**config.mk**
```make
export PLATFORM = sky130hd
export DESIGN_NAME = refclk_qual_mon
export DESIGN_NICKNAME = d
export VERILOG_FILES = /design/src/rtl/rcm_pkg.sv /design/src/rtl/rcm_rst_sync.sv /design/src/rtl/rcm_period_chk.sv /design/src/rtl/rcm_window_chk.sv /design/src/rtl/rcm_soak.sv /design/src/rtl/refclk_qual_mon.sv
export SDC_FILE = /design/constraint.sdc
export NUM_CORES = 1
export LEC_CHECK = 0
export BUFFER_PORTS_ARGS = -buffer_cell sky130_fd_sc_hd__buf_4
export CAP_MARGIN = 10
export CORE_MARGIN = 3
export CORE_UTILIZATION = 25
export DETAILED_ROUTE_END_ITERATION = 6
export PLACE_DENSITY_LB_ADDON = 0.05
export SYNTH_ARGS = -nofsm -noshare
export SYNTH_HDL_FRONTEND = slang
export SYNTH_SLANG_ARGS = --single-unit
export TNS_END_PERCENT = 1
```
**constraint.sdc**
```tcl
create_clock -name clk -period 2.5 [get_ports clk]
set_input_delay 0.125 -clock clk [delete_from_list [all_inputs] [get_ports clk]]
set_output_delay 0.125 -clock clk [all_outputs]
set_load 0.02 [all_outputs]
```
**src/rtl/rcm_pkg.sv**
```systemverilog
package rcm_pkg;
  localparam int unsigned PER_W_DEF  = 16;
  localparam int unsigned WIN_W_DEF  = 16;
  localparam int unsigned ECNT_W_DEF = 8;
  localparam int unsigned ACC_W_DEF  = 8;
  localparam int unsigned DEC_W_DEF  = 16;

  typedef struct packed {
    logic period;
    logic freq;
  } rcm_evt_t;
endpackage

```
**src/rtl/rcm_rst_sync.sv**
```systemverilog
module rcm_rst_sync #(
  parameter int unsigned STAGES = 2
) (
  input  logic clk,
  input  logic rst_n,
  output logic rst_sync_n
);
  logic [STAGES-1:0] sync_q;

  always_ff @(posedge clk or negedge rst_n) begin
    if (!rst_n) sync_q <= '0;
    else        sync_q <= {sync_q[STAGES-2:0], 1'b1};
  end

  assign rst_sync_n = sync_q[STAGES-1];
endmodule

```
**src/rtl/rcm_period_chk.sv**
```systemverilog
module rcm_period_chk #(
  parameter int unsigned PER_W = 16
) (
  input  logic             clk,
  input  logic             rst_n,
  input  logic             ref_edge,
  input  logic [PER_W-1:0] cfg_per_lo,
  input  logic [PER_W-1:0] cfg_per_hi,
  output logic             period_fail,
  output logic             period_evt
);
  localparam logic [PER_W-1:0] CNT_MAX = '1;

  logic             armed_q, armed_d;
  logic [PER_W-1:0] cnt_q, cnt_d;
  logic             gap_q, gap_d;
  logic             fail_q, fail_d;
  logic             out_of_range;
  logic             gap_hit;

  always_comb begin
    armed_d      = armed_q;
    cnt_d        = cnt_q;
    gap_d        = gap_q;
    fail_d       = fail_q;
    period_evt   = 1'b0;
    out_of_range = (cnt_q < cfg_per_lo) || (cnt_q > cfg_per_hi);
    gap_hit      = armed_q && !ref_edge && (cnt_q > cfg_per_hi) && !gap_q;
    if (ref_edge) begin
      armed_d = 1'b1;
      cnt_d   = {{(PER_W-1){1'b0}}, 1'b1};
      gap_d   = 1'b0;
      if (armed_q) begin
        fail_d     = out_of_range;
        period_evt = out_of_range && !gap_q;
      end
    end else begin
      if (cnt_q != CNT_MAX) cnt_d = cnt_q + 1'b1;
      if (gap_hit) begin
        fail_d     = 1'b1;
        gap_d      = 1'b1;
        period_evt = 1'b1;
      end
    end
  end

  always_ff @(posedge clk or negedge rst_n) begin
    if (!rst_n) begin
      armed_q <= 1'b0;
      cnt_q   <= '0;
      gap_q   <= 1'b0;
      fail_q  <= 1'b0;
    end else begin
      armed_q <= armed_d;
      cnt_q   <= cnt_d;
      gap_q   <= gap_d;
      fail_q  <= fail_d;
    end
  end

  assign period_fail = fail_q;

  p_unarmed_quiet_r1: assert property (@(posedge clk) disable iff (!rst_n)
    !armed_q |-> !period_fail);
  p_in_range_pass_r2: assert property (@(posedge clk) disable iff (!rst_n)
    (armed_q && ref_edge && cnt_q >= cfg_per_lo && cnt_q <= cfg_per_hi) |=> !period_fail);
  p_missing_edge_r3: assert property (@(posedge clk) disable iff (!rst_n)
    (armed_q && !ref_edge && cnt_q > cfg_per_hi) |=> period_fail);
endmodule

```
**src/rtl/rcm_window_chk.sv**
```systemverilog
module rcm_window_chk #(
  parameter int unsigned WIN_W  = 16,
  parameter int unsigned ECNT_W = 8
) (
  input  logic              clk,
  input  logic              rst_n,
  input  logic              ref_edge,
  input  logic [WIN_W-1:0]  cfg_win_m1,
  input  logic [ECNT_W-1:0] cfg_cnt_lo,
  input  logic [ECNT_W-1:0] cfg_cnt_hi,
  output logic              freq_fail,
  output logic              freq_evt
);
  localparam logic [ECNT_W-1:0] ECNT_MAX = '1;

  logic              armed_q, armed_d;
  logic [WIN_W-1:0]  win_q, win_d;
  logic [ECNT_W-1:0] ecnt_q, ecnt_d;
  logic              fail_q, fail_d;
  logic              active;
  logic              win_end;
  logic [ECNT_W-1:0] ecnt_inc;
  logic              count_bad;

  always_comb begin
    armed_d   = armed_q;
    win_d     = win_q;
    ecnt_d    = ecnt_q;
    fail_d    = fail_q;
    freq_evt  = 1'b0;
    active    = armed_q || ref_edge;
    win_end   = active && (win_q == cfg_win_m1);
    ecnt_inc  = (ref_edge && ecnt_q != ECNT_MAX) ? ecnt_q + 1'b1 : ecnt_q;
    count_bad = (ecnt_inc < cfg_cnt_lo) || (ecnt_inc > cfg_cnt_hi);
    if (active) begin
      armed_d = 1'b1;
      if (win_end) begin
        win_d    = '0;
        ecnt_d   = '0;
        fail_d   = count_bad;
        freq_evt = count_bad;
      end else begin
        win_d  = win_q + 1'b1;
        ecnt_d = ecnt_inc;
      end
    end
  end

  always_ff @(posedge clk or negedge rst_n) begin
    if (!rst_n) begin
      armed_q <= 1'b0;
      win_q   <= '0;
      ecnt_q  <= '0;
      fail_q  <= 1'b0;
    end else begin
      armed_q <= armed_d;
      win_q   <= win_d;
      ecnt_q  <= ecnt_d;
      fail_q  <= fail_d;
    end
  end

  assign freq_fail = fail_q;

  p_unarmed_quiet_r1: assert property (@(posedge clk) disable iff (!rst_n)
    !armed_q |-> !freq_fail);
  p_hold_mid_window_r4: assert property (@(posedge clk) disable iff (!rst_n)
    !win_end |=> $stable(freq_fail));
endmodule

```
**src/rtl/rcm_soak.sv**
```systemverilog
module rcm_soak
  import rcm_pkg::*;
#(
  parameter int unsigned ACC_W = 8,
  parameter int unsigned DEC_W = 16
) (
  input  logic             clk,
  input  logic             rst_n,
  input  rcm_evt_t         evt,
  input  logic             ign_period,
  input  logic             ign_freq,
  input  logic [ACC_W-1:0] cfg_soak_hi,
  input  logic [ACC_W-1:0] cfg_soak_lo,
  input  logic [DEC_W-1:0] cfg_decay_m1,
  output logic             soak_fail
);
  logic [ACC_W-1:0] acc_q, acc_d;
  logic [DEC_W-1:0] tmr_q, tmr_d;
  logic             fail_q, fail_d;
  logic             hit_p, hit_f, any_hit;
  logic [1:0]       inc;
  logic [ACC_W:0]   sum;

  always_comb begin
    hit_p   = evt.period && !ign_period;
    hit_f   = evt.freq && !ign_freq;
    any_hit = hit_p || hit_f;
    inc     = {1'b0, hit_p} + {1'b0, hit_f};
    sum     = {1'b0, acc_q} + {{(ACC_W-1){1'b0}}, inc};
    acc_d   = acc_q;
    tmr_d   = tmr_q;
    if (any_hit) begin
      tmr_d = '0;
      acc_d = (sum >= {1'b0, cfg_soak_hi}) ? cfg_soak_hi : sum[ACC_W-1:0];
    end else if (tmr_q == cfg_decay_m1) begin
      tmr_d = '0;
      if (acc_q != '0) acc_d = acc_q - 1'b1;
    end else begin
      tmr_d = tmr_q + 1'b1;
    end
    fail_d = fail_q;
    if (acc_d >= cfg_soak_hi)      fail_d = 1'b1;
    else if (acc_d <= cfg_soak_lo) fail_d = 1'b0;
  end

  always_ff @(posedge clk or negedge rst_n) begin
    if (!rst_n) begin
      acc_q  <= '0;
      tmr_q  <= '0;
      fail_q <= 1'b0;
    end else begin
      acc_q  <= acc_d;
      tmr_q  <= tmr_d;
      fail_q <= fail_d;
    end
  end

  assign soak_fail = fail_q;

  p_set_at_top_r6: assert property (@(posedge clk) disable iff (!rst_n)
    (acc_q >= cfg_soak_hi) |-> soak_fail);
  p_clear_at_floor_r7: assert property (@(posedge clk) disable iff (!rst_n)
    (acc_q <= cfg_soak_lo) |-> !soak_fail);
  p_acc_capped_r8: assert property (@(posedge clk) disable iff (!rst_n)
    acc_q <= cfg_soak_hi);
  p_masked_no_rise_r9: assert property (@(posedge clk) disable iff (!rst_n)
    (ign_period && ign_freq) |=> (acc_q <= $past(acc_q)));
endmodule

```
**src/rtl/refclk_qual_mon.sv**
```systemverilog
module refclk_qual_mon
  import rcm_pkg::*;
#(
  parameter int unsigned PER_W  = PER_W_DEF,
  parameter int unsigned WIN_W  = WIN_W_DEF,
  parameter int unsigned ECNT_W = ECNT_W_DEF,
  parameter int unsigned ACC_W  = ACC_W_DEF,
  parameter int unsigned DEC_W  = DEC_W_DEF
) (
  input  logic              clk,
  input  logic              rst_n,
  input  logic              ref_edge,
  input  logic [PER_W-1:0]  cfg_per_lo,
  input  logic [PER_W-1:0]  cfg_per_hi,
  input  logic [WIN_W-1:0]  cfg_win_m1,
  input  logic [ECNT_W-1:0] cfg_cnt_lo,
  input  logic [ECNT_W-1:0] cfg_cnt_hi,
  input  logic              ign_period,
  input  logic              ign_freq,
  input  logic [ACC_W-1:0]  cfg_soak_hi,
  input  logic [ACC_W-1:0]  cfg_soak_lo,
  input  logic [DEC_W-1:0]  cfg_decay_m1,
  output logic              period_fail,
  output logic              freq_fail,
  output logic              soak_fail
);
  logic     rst_core_n;
  rcm_evt_t evt;

  rcm_rst_sync #(.STAGES(2)) u_rst (
    .clk        (clk),
    .rst_n      (rst_n),
    .rst_sync_n (rst_core_n)
  );

  rcm_period_chk #(.PER_W(PER_W)) u_period (
    .clk         (clk),
    .rst_n       (rst_core_n),
    .ref_edge    (ref_edge),
    .cfg_per_lo  (cfg_per_lo),
    .cfg_per_hi  (cfg_per_hi),
    .period_fail (period_fail),
    .period_evt  (evt.period)
  );

  rcm_window_chk #(.WIN_W(WIN_W), .ECNT_W(ECNT_W)) u_window (
    .clk        (clk),
    .rst_n      (rst_core_n),
    .ref_edge   (ref_edge),
    .cfg_win_m1 (cfg_win_m1),
    .cfg_cnt_lo (cfg_cnt_lo),
    .cfg_cnt_hi (cfg_cnt_hi),
    .freq_fail  (freq_fail),
    .freq_evt   (evt.freq)
  );

  rcm_soak #(.ACC_W(ACC_W), .DEC_W(DEC_W)) u_soak (
    .clk          (clk),
    .rst_n        (rst_core_n),
    .evt          (evt),
    .ign_period   (ign_period),
    .ign_freq     (ign_freq),
    .cfg_soak_hi  (cfg_soak_hi),
    .cfg_soak_lo  (cfg_soak_lo),
    .cfg_decay_m1 (cfg_decay_m1),
    .soak_fail    (soak_fail)
  );
endmodule

```
After elaboration in Yosys (flattened, before gate mapping)
Cells that the tools add are included.

$add $sub $neg: 7. Magnitude comparators: 7. Equal/unequal tests: 5. Muxes and demuxes: 22. Reduce and logical (&&, ||, !) cells: 22.

Operators by type and width (number): 2-to-1 mux 16 bit (5); adder 16 x 1 -> 16 bit (second input constant) (3); 2-to-1 mux 8 bit (6); == test 16 bit (2); greater-than comparator 16 bit (1); < comparator 16 bit (1); != test 16 bit (second input constant) (1); 2-to-1 mux 1 bit (11); adder 8 x 2 -> 9 bit (1); >= comparator 9 x 8 -> 1 bit (1); adder 8 x 1 -> 8 bit (second input constant) (1); >= comparator 8 bit (1); greater-than comparator 8 bit (1); <= comparator 8 bit (1); logical AND 1 bit (8); < comparator 8 bit (1); != test 8 bit (second input constant) (1); nonzero test 8 bit (1); subtractor 8 x 1 -> 8 bit (second input constant) (1); nonzero test 2 bit (3); zero test 1 bit (4); logical OR 1 bit (4); AND reduction 2 bit (2); adder 1 x 1 -> 2 bit (1); != test 2 x 1 -> 1 bit (second input constant) (1).

Register bits after elaboration: 72. Input port bits: 101.

Logic depth before layout (Yosys ltp)
Gate-level depths: netlist (run 1).

Depth after elaboration: 16. Gate-level depth with buffers: 35. Mapped depth without buffers: 35.

Modules after synthesis
A second synthesis (run 1) with hierarchy kept.

Cells, all modules: 655. Area total of the unflattened synthesis: 5905.7 um2.

Modules (own cells, without submodules): rcm_soak (instances 1, cells each 247, area each 2293.4 um2, seq. area each 625.6 um2); rcm_window_chk (instances 1, cells each 198, area each 1826.8 um2, seq. area each 650.6 um2); rcm_period_chk (instances 1, cells each 207, area each 1731.7 um2, seq. area each 475.5 um2); rcm_rst_sync (instances 1, cells each 3, area each 53.8 um2, seq. area each 50.0 um2).

Least setup slack after synthesis (run 1)
OpenSTA, ideal clock, no wires.

Path type: register -> register. From: reg u_window.ecnt_q[0]. To: reg u_soak.fail_q, in the netlist u_soak.soak_fail. Arrival time: 6.657 ns. Setup slack: -4.283 ns. Stages on the path, launching flop included: 34. Cells stage by stage: dfrtp_1 ha_1 nand3_1 o21a_1 nand4_1 or2_2 nor2_1 xor2_1 ha_1 and4_1 a21oi_1 nand2_1 o2bb2ai_1 nand3_1 fa_1 nor2_1 nand4_1 xnor2_1 ha_1 a21oi_1 nor2b_1 o21ai_0 nand2_1 nor3_2 mux2i_1 mux2_4 ha_1 nand2b_1 a21o_1 a21o_1 a211oi_1 o21bai_1 a21o_1 a221o_1.

Longest elaborated chain between the ends: 15.

RTL lines: start: declaration (RTL line rcm_window_chk.sv:18) `logic [ECNT_W-1:0] ecnt_q, ecnt_d;`; start signal: assignment (RTL line rcm_window_chk.sv:58) `ecnt_q <= ecnt_d;`; branches (longest 2 deep; another with adder 8 x 1 -> 8 bit); 2-to-1 mux 8 bit (*) (RTL line rcm_window_chk.sv:33) `ecnt_inc = (ref_edge && ecnt_q != ECNT_MAX) ? ecnt_q + 1'b1 : ecnt_q;`; < comparator 8 bit / greater-than comparator 8 bit (equally long branches) (RTL line rcm_window_chk.sv:34) `count_bad = (ecnt_inc < cfg_cnt_lo) || (ecnt_inc > cfg_cnt_hi);`; logical OR 1 bit (*) (RTL line rcm_window_chk.sv:34); 2-to-1 mux 1 bit (*) (RTL line rcm_window_chk.sv:37) `if (win_end) begin`; 2-to-1 mux 1 bit (*) (RTL line rcm_window_chk.sv:35) `if (active) begin`; logical AND 1 bit (*) (RTL line rcm_soak.sv:26) `hit_f = evt.freq && !ign_freq;`; adder 1 x 1 -> 2 bit (RTL line rcm_soak.sv:28) `inc = {1'b0, hit_p} + {1'b0, hit_f};`; adder 8 x 2 -> 9 bit (RTL line rcm_soak.sv:29) `sum = {1'b0, acc_q} + {{(ACC_W-1){1'b0}}, inc};`; >= comparator 9 x 8 -> 1 bit (RTL line rcm_soak.sv:34) `acc_d = (sum >= {1'b0, cfg_soak_hi}) ? cfg_soak_hi : sum[ACC_W-1:0];`; 2-to-1 mux 8 bit (RTL line rcm_soak.sv:34); 2-to-1 mux 8 bit (*) (RTL line rcm_soak.sv:32) `if (any_hit) begin`; >= comparator 8 bit / <= comparator 8 bit (equally long branches) (RTL line rcm_soak.sv:42, rcm_soak.sv:43); 2-to-1 mux 1 bit / nonzero test 2 bit (equally long branches); end signal: assignment (RTL line rcm_soak.sv:54) `fail_q <= fail_d;`; end: declaration (RTL line rcm_soak.sv:19) `logic fail_q, fail_d;`.

Mark *: on every way between the ends. A chain may end at the register's enable or synchronous reset.

Final worst setup path (run 1)
From: reg u_window.ecnt_q[1]. To: reg u_soak.fail_q, in the netlist u_soak.soak_fail.

Same word-level chain as after synthesis.

==> results.txt, run 1 <==
----------------------------------------------------
[Placed design]
  Worst-case setup slack after placement ... -4.00 ns
  Count of buffers inserted at the top-level ports ... 103
  Placed inst area ... 0.00790 mm2
  HPWL after detailed placement ... 13000 um
  Gp weighted congestion ... 0.791

[Logic synthesis]
  Adder-cell share of the synthesized area ... between 10% and 20%
  Post-synthesis compound-gate area fraction ... 9.07%
  Async set-reset flop share out of synthesis ... 100%
  Xor and xnor area share after synthesis ... 12.8%
  Synth Area in Simple Gates ... 20.1%
  Primary flip-flop cell chosen by synthesis mapping ... sky130_fd_sc_hd__dfrtp_1
  Share of synthesized area spent on multiplexers ... 4.12%
  Area fraction of the dominant cell type after synthesis ... 31.2%
  Post-synthesis cell type count ... 52
  Cell taking the most area after synthesis ... sky130_fd_sc_hd__dfrtp_1
  Syn Std Cell Area ... around 0.0058 mm2
  Total nets after synthesis ... 829
  Main area contributors after synthesis ... sky130_fd_sc_hd__dfrtp_1 31%, sky130_fd_sc_hd__ha_1 16%, sky130_fd_sc_hd__xor2_1 6.8%, sky130_fd_sc_hd__xnor2_1 5.6%, sky130_fd_sc_hd__inv_1 4.7%
  Flip-flop and latch count after synthesis ... 72
  Post-Syn Area per Cell ... ~8.9 um2
  Largest family of logic cells by synthesized area ... simple AND/OR/NAND/NOR gates
  Sequential cell area fraction in the yosys report ... 31.2%
  Warnings, synthesis ... 0
  Number of enable flip-flop cells after synthesis ... 0
  Gate count of the mapped netlist ... around 650

[Global routing]
  Total GRT Usage ... 13.4%
  Grt met2 use ... 22.6%
  Vias in the first global route ... 5555
  Most congested layer reported by global routing ... met2
  Global route overflow ... 0
  Number of antenna violations at the first check in global routing ... 0
  Pin count of the biggest net entering global routing ... 28
  Routing usage on met1 ... between 10% and 20%
  Met3 usage in global routing ... under 10%
  Wire length of the first global-routing pass ... 26700 um

[Worst setup path]
  Worst Setup End Kind ... register
  FF-to-FF setup slack ... -3.74 ns
  Max Fanout on Critical Path ... 3
  Path type of the worst setup path ... reg -> reg
  Worst stage delay on the critical path ... just under 0.4 ns
  Required time worst endpoint ... 2.72 ns
  Worst Setup Start Kind ... register
  Slowest stage cell on the critical path ... sky130_fd_sc_hd__dfrtp_1
  Endpoint arrival time on the critical path ... 6.46 ns

[Final layout]
  Final design area excluding fillers ... 0.00837 mm2
  Diodes inserted ... 0
  Post-Route Utilization ... 37.7%
  Sequential cell area in the final layout ... 0.00180 mm2
  Combined area of the multi-input logic cells ... about 0.0038 mm2
  Number of filler cells placed in the layout ... 2259
  Signed area change from the synthesized netlist to the final layout ... 45.1%
  Layout cells sized above 1 ... about 33%
  Net total in the final layout ... 1072

[Clock network]
  Number of buffers created by CTS ... 9
  TritonCTS clock tree ... built
  CTS Root Buffer Type ... sky130_fd_sc_hd__clkbuf_16
  Later-pin clock latency in the skew report ... 0.34 ns
  H-tree depth ... 3
  Clock-pin slew on the worst setup and hold paths ... approximately 0.070 ns
  CTS max path bufs ... 2
  Clock sink total ... between 70 and 80

[STA]
  Final Hold Vio Count ... 0
  RSZ-0062 raised after global routing ... true
  Number of pins with negative max-slew slack in the final report ... 0
  Upper clock frequency limit ... 160 MHz
  Final Worst Setup Slack ... -3.74 ns
  Slew @ Worst Pin ... 0.636 ns
  Final worst-path cycle share ... 249%
  Fin Hold WS ... 0.103 ns
  Worst-case clock skew ... roughly 0.011 ns
  Final period demand of the worst path ... 6.24 ns
  Relative slew slack ... 57.6%
  Final number of setup-violating endpoints ... 26

[Detailed routing]
  DRC errors left ... 0
  Detailed-route wire length ... 16100 um
  Number of search-and-repair iterations in the first detailed-routing pass ... 4
  Vias ... 5226
  ANT nets after route ... 0
  WL/cell ... between 10 and 15 um
  Detailed Route Iter0 Violations ... 180
  Vias per inst ... 4.43

[Power]
  Power, Total ... 5.77 mW
  P_leak ... 4.30 nW
  VDD IR-drop max ... 0.313 mV
  Cell area power density ... 689 mW/mm2

[Die]
  Boundary pin count ... 104
  Die Area ... 0.0249 mm2
  Number of cell rows ... 54
  DIE HEIGHT ... 158 um
  Starting density of the core ... between 20% and 30%
  Die Span X ... about 160 um
  Core region area ... 0.0222 mm2

[Worst hold path]
  Worst min-delay path category ... in -> async

[Status]
  Violated checks ... setup timing
  Run status ... complete, but fails checks

[Job]
  Max-capacitance violation count ... 0

----------------------------------------------------
Yosys cell counts (3+ instances only):
| cell type | number |
|---|---|
| sky130_fd_sc_hd__a211oi_1 | 4 |
| sky130_fd_sc_hd__a21o_1 | 7 |
| sky130_fd_sc_hd__a21oi_1 | 25 |
| sky130_fd_sc_hd__a221o_1 | 3 |
| sky130_fd_sc_hd__and3_1 | 9 |
| sky130_fd_sc_hd__and4_1 | 5 |
| sky130_fd_sc_hd__clkbuf_1 | 9 |
| sky130_fd_sc_hd__dfrtp_1 | 72 |
| sky130_fd_sc_hd__ha_1 | 76 |
| sky130_fd_sc_hd__inv_1 | 72 |
| sky130_fd_sc_hd__mux2i_1 | 20 |
| sky130_fd_sc_hd__nand2_1 | 41 |
| sky130_fd_sc_hd__nand2b_1 | 6 |
| sky130_fd_sc_hd__nand3_1 | 31 |
| sky130_fd_sc_hd__nand4_1 | 21 |
| sky130_fd_sc_hd__nor2_1 | 65 |
| sky130_fd_sc_hd__nor2b_1 | 17 |
| sky130_fd_sc_hd__nor3_1 | 8 |
| sky130_fd_sc_hd__nor4_1 | 9 |
| sky130_fd_sc_hd__o211a_1 | 3 |
| sky130_fd_sc_hd__o21a_1 | 4 |
| sky130_fd_sc_hd__o21ai_0 | 17 |
| sky130_fd_sc_hd__or2_2 | 4 |
| sky130_fd_sc_hd__or3_1 | 7 |
| sky130_fd_sc_hd__xnor2_1 | 37 |
| sky130_fd_sc_hd__xor2_1 | 45 |
cells by family after synthesis:
family / Yosys count
adders and majority gates: 77
and+or+nand+nor: 230
buffers and inverters: 84
DFF: 72
muxes: 23
AOI/OAI and AO/OA: 81
other: 1
xor gates and xnor gates: 83
repair_timing:
item | CTS | global route
buffers inserted | 5 | 2
resized for setup | 17 | 5
endpoints found under the hold margin | 2 | 0
pin swaps | 27 | 13
endpoints found under the setup margin | 26 | 28
hold buffers | 1 | 0
through the flow:
stage	instances	TNS (ns)
after detailed placement	1155	-39.60
after global routing	1179	-43.84
after CTS	1177	-35.58
after floorplan	651	-30.34
after global placement	1155	-38.42
final	1179	-35.92
cells in the final DEF, fill, tap and decap left out, types with 5 or more instances in the layout:
| master | Yosys | layout |
|---|---|---|
| sky130_fd_sc_hd__nand3_1 | 31 | 29 |
| sky130_fd_sc_hd__nand4_1 | 21 | 21 |
| sky130_fd_sc_hd__and4_1 | 5 | 5 |
| sky130_fd_sc_hd__or3_1 | 7 | 7 |
| sky130_fd_sc_hd__nor2b_1 | 17 | 17 |
| sky130_fd_sc_hd__o21ai_1 | 1 | 6 |
| sky130_fd_sc_hd__clkbuf_16 | 0 | 9 |
| sky130_fd_sc_hd__a21oi_1 | 25 | 24 |
| sky130_fd_sc_hd__nor2_1 | 65 | 63 |
| sky130_fd_sc_hd__mux2i_1 | 20 | 16 |
| sky130_fd_sc_hd__xnor2_1 | 37 | 33 |
| sky130_fd_sc_hd__nor4_1 | 9 | 8 |
| sky130_fd_sc_hd__xor2_1 | 45 | 44 |
| sky130_fd_sc_hd__dfrtp_1 | 72 | 71 |
| sky130_fd_sc_hd__nor3_1 | 8 | 8 |
| sky130_fd_sc_hd__buf_4 | 0 | 240 |
| sky130_fd_sc_hd__inv_1 | 72 | 72 |
| sky130_fd_sc_hd__ha_1 | 76 | 73 |
| sky130_fd_sc_hd__and3_1 | 9 | 9 |
| sky130_fd_sc_hd__nand2b_1 | 6 | 5 |
| sky130_fd_sc_hd__nand2_1 | 41 | 41 |
| sky130_fd_sc_hd__o21ai_0 | 17 | 12 |
| sky130_fd_sc_hd__a21o_1 | 7 | 7 |
worst max-delay path: cells and delay by family (launching register included):
kind                     cells  cell delay [ns]
flip-flops                   1             0.39
AO/OA/AOI/OAI               11             1.64
XOR/XNOR                     2             0.35
multiplexers                 2             0.46
AND/OR/NAND/NOR             14             1.92
adder cells (fa/ha/maj)      5             1.37
flip-flops by register name, summed over array words and instances (netlist names):
signal,cells
u_window.win_q,16
u_soak.acc_q,8
u_rst.sync_q,2
u_window.freq_fail,1
u_soak.tmr_q,16
u_period.gap_q,1
u_period.armed_q,1
u_window.ecnt_q,8
u_period.period_fail,1
u_period.cnt_q,16
u_window.armed_q,1
u_soak.soak_fail,1
layer usage:
| layer | share of wire, % | up-vias | wire, um |
|---|---|---|---|
| li1 | - | 2720 | - |
| met1 | 48 | 2428 | 7710 |
| met2 | 48 | 73 | 7720 |
| met3 | 3.5 | 5 | 563 |
| met4 | 0.50 | 0 | 80 |
| met5 | 0 | - | 0 |
power by group:
group / internal, mW / total, mW / switching (mW)
logic: 1.56 / 2.86 / 1.30
clock network: 0.804 / 1.35 / 0.544
registers: 1.37 / 1.57 / 0.193
final timing paths:
check                                   start                 end  cells after the start
hold / removal                          rst_n     u_rst.sync_q[1]                      2
setup reg to reg           u_window.ecnt_q[1]    u_soak.soak_fail                     34
max in group asynchronous     u_rst.sync_q[1]   u_period.cnt_q[4]                      1
setup / recovery           u_window.ecnt_q[1]    u_soak.soak_fail                     34
hold reg to reg               u_rst.sync_q[1]   u_window.win_q[5]                      0
min in group clk                     ref_edge  u_period.cnt_q[15]                      3
cell type report:
| cell class | count | share of cell area [%] |
|---|---|---|
| flip-flops and latches | 72 | 21.5 |
| repair buffers | 244 | 22.2 |
| clock inverters | 6 | 0.777 |
| inverters | 72 | 3.23 |
| well taps | 280 | 4.19 |
| multi-input cells | 495 | 45.3 |
| clock buffers | 10 | 2.86 |
(Power assumes the default switching activity.)
==> inputs of run 2 (changes only) <==
--- a/config.mk
+++ b/config.mk
@@ -8,7 +8,7 @@
 export BUFFER_PORTS_ARGS = -buffer_cell sky130_fd_sc_hd__buf_4
 export CAP_MARGIN = 10
 export CORE_MARGIN = 3
-export CORE_UTILIZATION = 25
+export CORE_UTILIZATION = 57
 export DETAILED_ROUTE_END_ITERATION = 6
 export PLACE_DENSITY_LB_ADDON = 0.05
 export SYNTH_ARGS = -nofsm -noshare
==> run 2 against run 1 <==
The run still ends with setup timing left; critical endpoint unchanged; worst hold slack lost 0.016 ns; setup slack got worse by 0.081 ns; register-to-register slack got worse by 0.08 ns; via count increased by 3.5%; non-clock buffer count down 18; clock-buffer cell count grew 2; flip-flop and latch count unchanged; clock skew is 0.0020 ns lower; sequential share of layout area grew 1.2 points; core utilization up 43 points; design area is 5.3% lower.
==> results.txt, run 2 (synthesis results as in run 1) <==
----------------------------------------------------
[Status]
  Run status ... complete, but fails checks (unchanged)
  Violated checks ... setup timing (unchanged)

[STA]
  Final number of setup-violating endpoints ... 26 (unchanged)
  Final period demand of the worst path ... 6.32 ns (was 6.24 ns)
  Upper clock frequency limit ... 158 MHz (was 160 MHz)
  Worst-case clock skew ... 0.00881 ns (was 0.0108 ns)
  RSZ-0062 raised after global routing ... true (unchanged)
  Final worst-path cycle share ... 253% (was 249%)
  Number of pins with negative max-slew slack in the final report ... 0 (unchanged)
  Slew @ Worst Pin ... 0.575 ns (was 0.636 ns)
  Final Hold Vio Count ... 0 (unchanged)
  Relative slew slack ... 61.7% (was 57.6%)
  Fin Hold WS ... 0.0865 ns (was 0.103 ns)
  Final Worst Setup Slack ... -3.82 ns (was -3.74 ns)

[Worst hold path]
  Worst min-delay path category ... in -> async (unchanged)

[Worst setup path]
  Dominant cell type by count on the critical path ... sky130_fd_sc_hd__a21o_1
  Path type of the worst setup path ... reg -> reg (unchanged)
  Endpoint arrival time on the critical path ... 6.55 ns (was 6.46 ns)
  Worst stage delay on the critical path ... 0.39 ns (about the same)
  Max Fanout on Critical Path ... 3 (unchanged)
  Slowest stage cell on the critical path ... sky130_fd_sc_hd__dfrtp_1 (unchanged)
  Required time worst endpoint ... 2.73 ns (was 2.72 ns)
  Worst Setup Start Kind ... register (unchanged)
  Worst Setup End Kind ... register (unchanged)

[Clock network]
  Later-pin clock latency in the skew report ... 0.35 ns (was 0.34 ns)
  TritonCTS clock tree ... built (unchanged)
  CTS max path bufs ... 2 (unchanged)
  CTS Root Buffer Type ... sky130_fd_sc_hd__clkbuf_8 (was sky130_fd_sc_hd__clkbuf_16)
  Clock-pin slew on the worst setup and hold paths ... 0.08 ns (was 0.07 ns)
  Number of buffers created by CTS ... 9 (unchanged)
  Clock sink total ... 72 (unchanged)
  H-tree depth ... 3 (unchanged)

[Global routing]
  Vias in the first global route ... 5407 (was 5555)
  Global route overflow ... 0 (unchanged)
  Wire length of the first global-routing pass ... 23400 um (was 26700 um)
  Number of antenna violations at the first check in global routing ... 0 (unchanged)
  Pin count of the biggest net entering global routing ... 47 (was 28)
  Total GRT Usage ... 25.2% (was 13.4%)

[Placed design]
  Count of buffers inserted at the top-level ports ... 103 (unchanged)
  Worst-case setup slack after placement ... -3.85 ns (was -4.00 ns)
  Placed inst area ... 0.00761 mm2 (was 0.00790 mm2)
  Gp weighted congestion ... 0.911 (was 0.791)
  HPWL after detailed placement ... 11400 um (was 13000 um)

[Detailed routing]
  Vias ... 5411 (was 5226)
  Detailed-route wire length ... 14100 um (was 16100 um)
  Number of search-and-repair iterations in the first detailed-routing pass ... 4 (unchanged)
  Vias per inst ... 5.34 (was 4.43)
  DRC errors left ... 0 (unchanged)
  WL/cell ... 13.9 um (was 13.6 um)
  ANT nets after route ... 0 (unchanged)
  Detailed Route Iter0 Violations ... 242 (was 180)

[Power]
  P_leak ... 4.14 nW (was 4.30 nW)
  VDD IR-drop max ... 0.523 mV (was 0.313 mV)
  Cell area power density ... 662 mW/mm2 (was 689 mW/mm2)
  Power, Total ... 5.25 mW (was 5.77 mW)

[Final layout]
  Largest regs ... u_period.cnt_q: 16 flops, u_soak.tmr_q: 16 flops, u_window.win_q: 16 flops (unchanged)
  Layout cells sized above 1 ... 31.3% (was 32.7%)
  Combined area of the multi-input logic cells ... 0.00377 mm2 (was 0.00379 mm2)
  Net total in the final layout ... 1054 (was 1072)
  Final design area excluding fillers ... 0.00793 mm2 (was 0.00837 mm2)
  Number of filler cells placed in the layout ... 659 (was 2259)
  Signed area change from the synthesized netlist to the final layout ... 37.4% (was 45.1%)
  Top library cells by usage in the layout, fill and taps aside ... 223 x sky130_fd_sc_hd__buf_4, 73 x sky130_fd_sc_hd__ha_1, 72 x sky130_fd_sc_hd__inv_1 (was 240 x sky130_fd_sc_hd__buf_4, 73 x sky130_fd_sc_hd__ha_1, 72 x sky130_fd_sc_hd__inv_1)
  Sequential cell area in the final layout ... 0.00180 mm2 (unchanged)
  Diodes inserted ... 0 (unchanged)
  Most common cell after layout, fill and taps aside ... sky130_fd_sc_hd__buf_4 (unchanged)

[Die]
  Core region area ... 0.00982 mm2 (was 0.0222 mm2)
  Starting density of the core ... 58.7% (was 25.9%)
  Die Area ... 0.0114 mm2 (was 0.0249 mm2)
  Number of cell rows ... 36 (was 54)
  Die Span X ... 107 um (was 158 um)
  DIE HEIGHT ... 107 um (was 158 um)
  Boundary pin count ... 104 (unchanged)

[Job]
  Max-capacitance violation count ... 0 (unchanged)

----------------------------------------------------
==> run 2: changes by cell type in the layout (fill, tap and decap cells not counted), moves of 2 or more <==
| cell | previous run | this run |
|---|---|---|
| sky130_fd_sc_hd__o21ai_1 | 6 | 4 |
| sky130_fd_sc_hd__clkinv_2 | 2 | 0 |
| sky130_fd_sc_hd__mux2i_2 | 4 | 6 |
| sky130_fd_sc_hd__mux2i_1 | 16 | 14 |
| sky130_fd_sc_hd__buf_4 | 240 | 223 |
| sky130_fd_sc_hd__clkbuf_1 | 0 | 2 |
| sky130_fd_sc_hd__o21ai_0 | 12 | 14 |
| sky130_fd_sc_hd__nor2_2 | 0 | 2 |
| sky130_fd_sc_hd__clkbuf_16 | 9 | 0 |
| sky130_fd_sc_hd__clkbuf_8 | 1 | 10 |
==> run 2: worst max-delay path: cells and delay by family, from the launching register on <==
family,cells,cell delay (ns)
AO/OA/AOI/OAI,12,1.91
flip-flops,1,0.39
adder cells (fa/ha/maj),5,1.33
XOR/XNOR,2,0.45
AND/OR/NAND/NOR,12,1.60
multiplexers,2,0.52
==> run 2: stage by stage <==
step           instances  TNS, ns  util, %
2_1_floorplan        651   -30.34        -
3_3_place_gp         994   -33.70     77.5
3_5_place_dp         994   -36.60     77.5
4_1_cts             1013   -33.54     80.3
5_1_grt             1014   -41.88     80.7
6_report            1014   -35.63     80.7
==> run 2: final cells by class <==
class	count	area share, %
Tap cell	133	2.10
Clock buffer	12	1.83
Clock inverter	4	0.679
Timing Repair Buffer	226	21.6
Multi-Input combinational cell	495	47.6
Sequential cell	72	22.7
Inverter	72	3.41
==> run 2: worst paths after layout <==
| path | to | slack, ns | cells past startpoint | start |
|---|---|---|---|---|
| setup / recovery | u_soak.soak_fail | -3.82 | 33 | u_window.ecnt_q[1] |
| hold / removal | u_rst.sync_q[1] | 0.09 | 2 | rst_n |
| setup reg to reg | u_soak.soak_fail | -3.82 | 33 | u_window.ecnt_q[1] |
| hold reg to reg | u_soak.tmr_q[2] | 0.27 | 0 | u_rst.sync_q[1] |
| max in group asynchronous | u_period.cnt_q[8] | 1.57 | 1 | u_rst.sync_q[1] |
| min in group clk | u_period.cnt_q[2] | 0.24 | 3 | ref_edge |
==> run 2: what timing repair did <==
| action | in CTS | in global routing |
|---|---|---|
| hold endpoints to repair | 2 | 0 |
| cloned | 0 | 0 |
| pin swaps | 28 | 7 |
| setup buffers | 2 | 1 |
| resized for setup | 10 | 10 |
| hold buffers | 1 | 0 |
| setup endpoints to repair | 26 | 26 |
==> run 2: power breakdown <==
| group | switching, mW | leakage (nW) | internal, mW |
|---|---|---|---|
| combinational | 1.27 | 3.12 | 1.49 |
| clock | 0.452 | 0.0932 | 0.493 |
| sequential | 0.181 | 0.927 | 1.37 |
| total | 1.90 | 4.14 | 3.35 |
==> run 2: routing by layer <==
layer  track usage [%]  share of wire [%]  wire length [um]  vias up
met1              30.4                 42              5860     2564
met2              46.4                 52              7380      125
met3              2.89                3.9               552       33
met4              8.86                2.3               320        0
li1                  -                  -                 -     2689
met5                 0                  0                 0        -
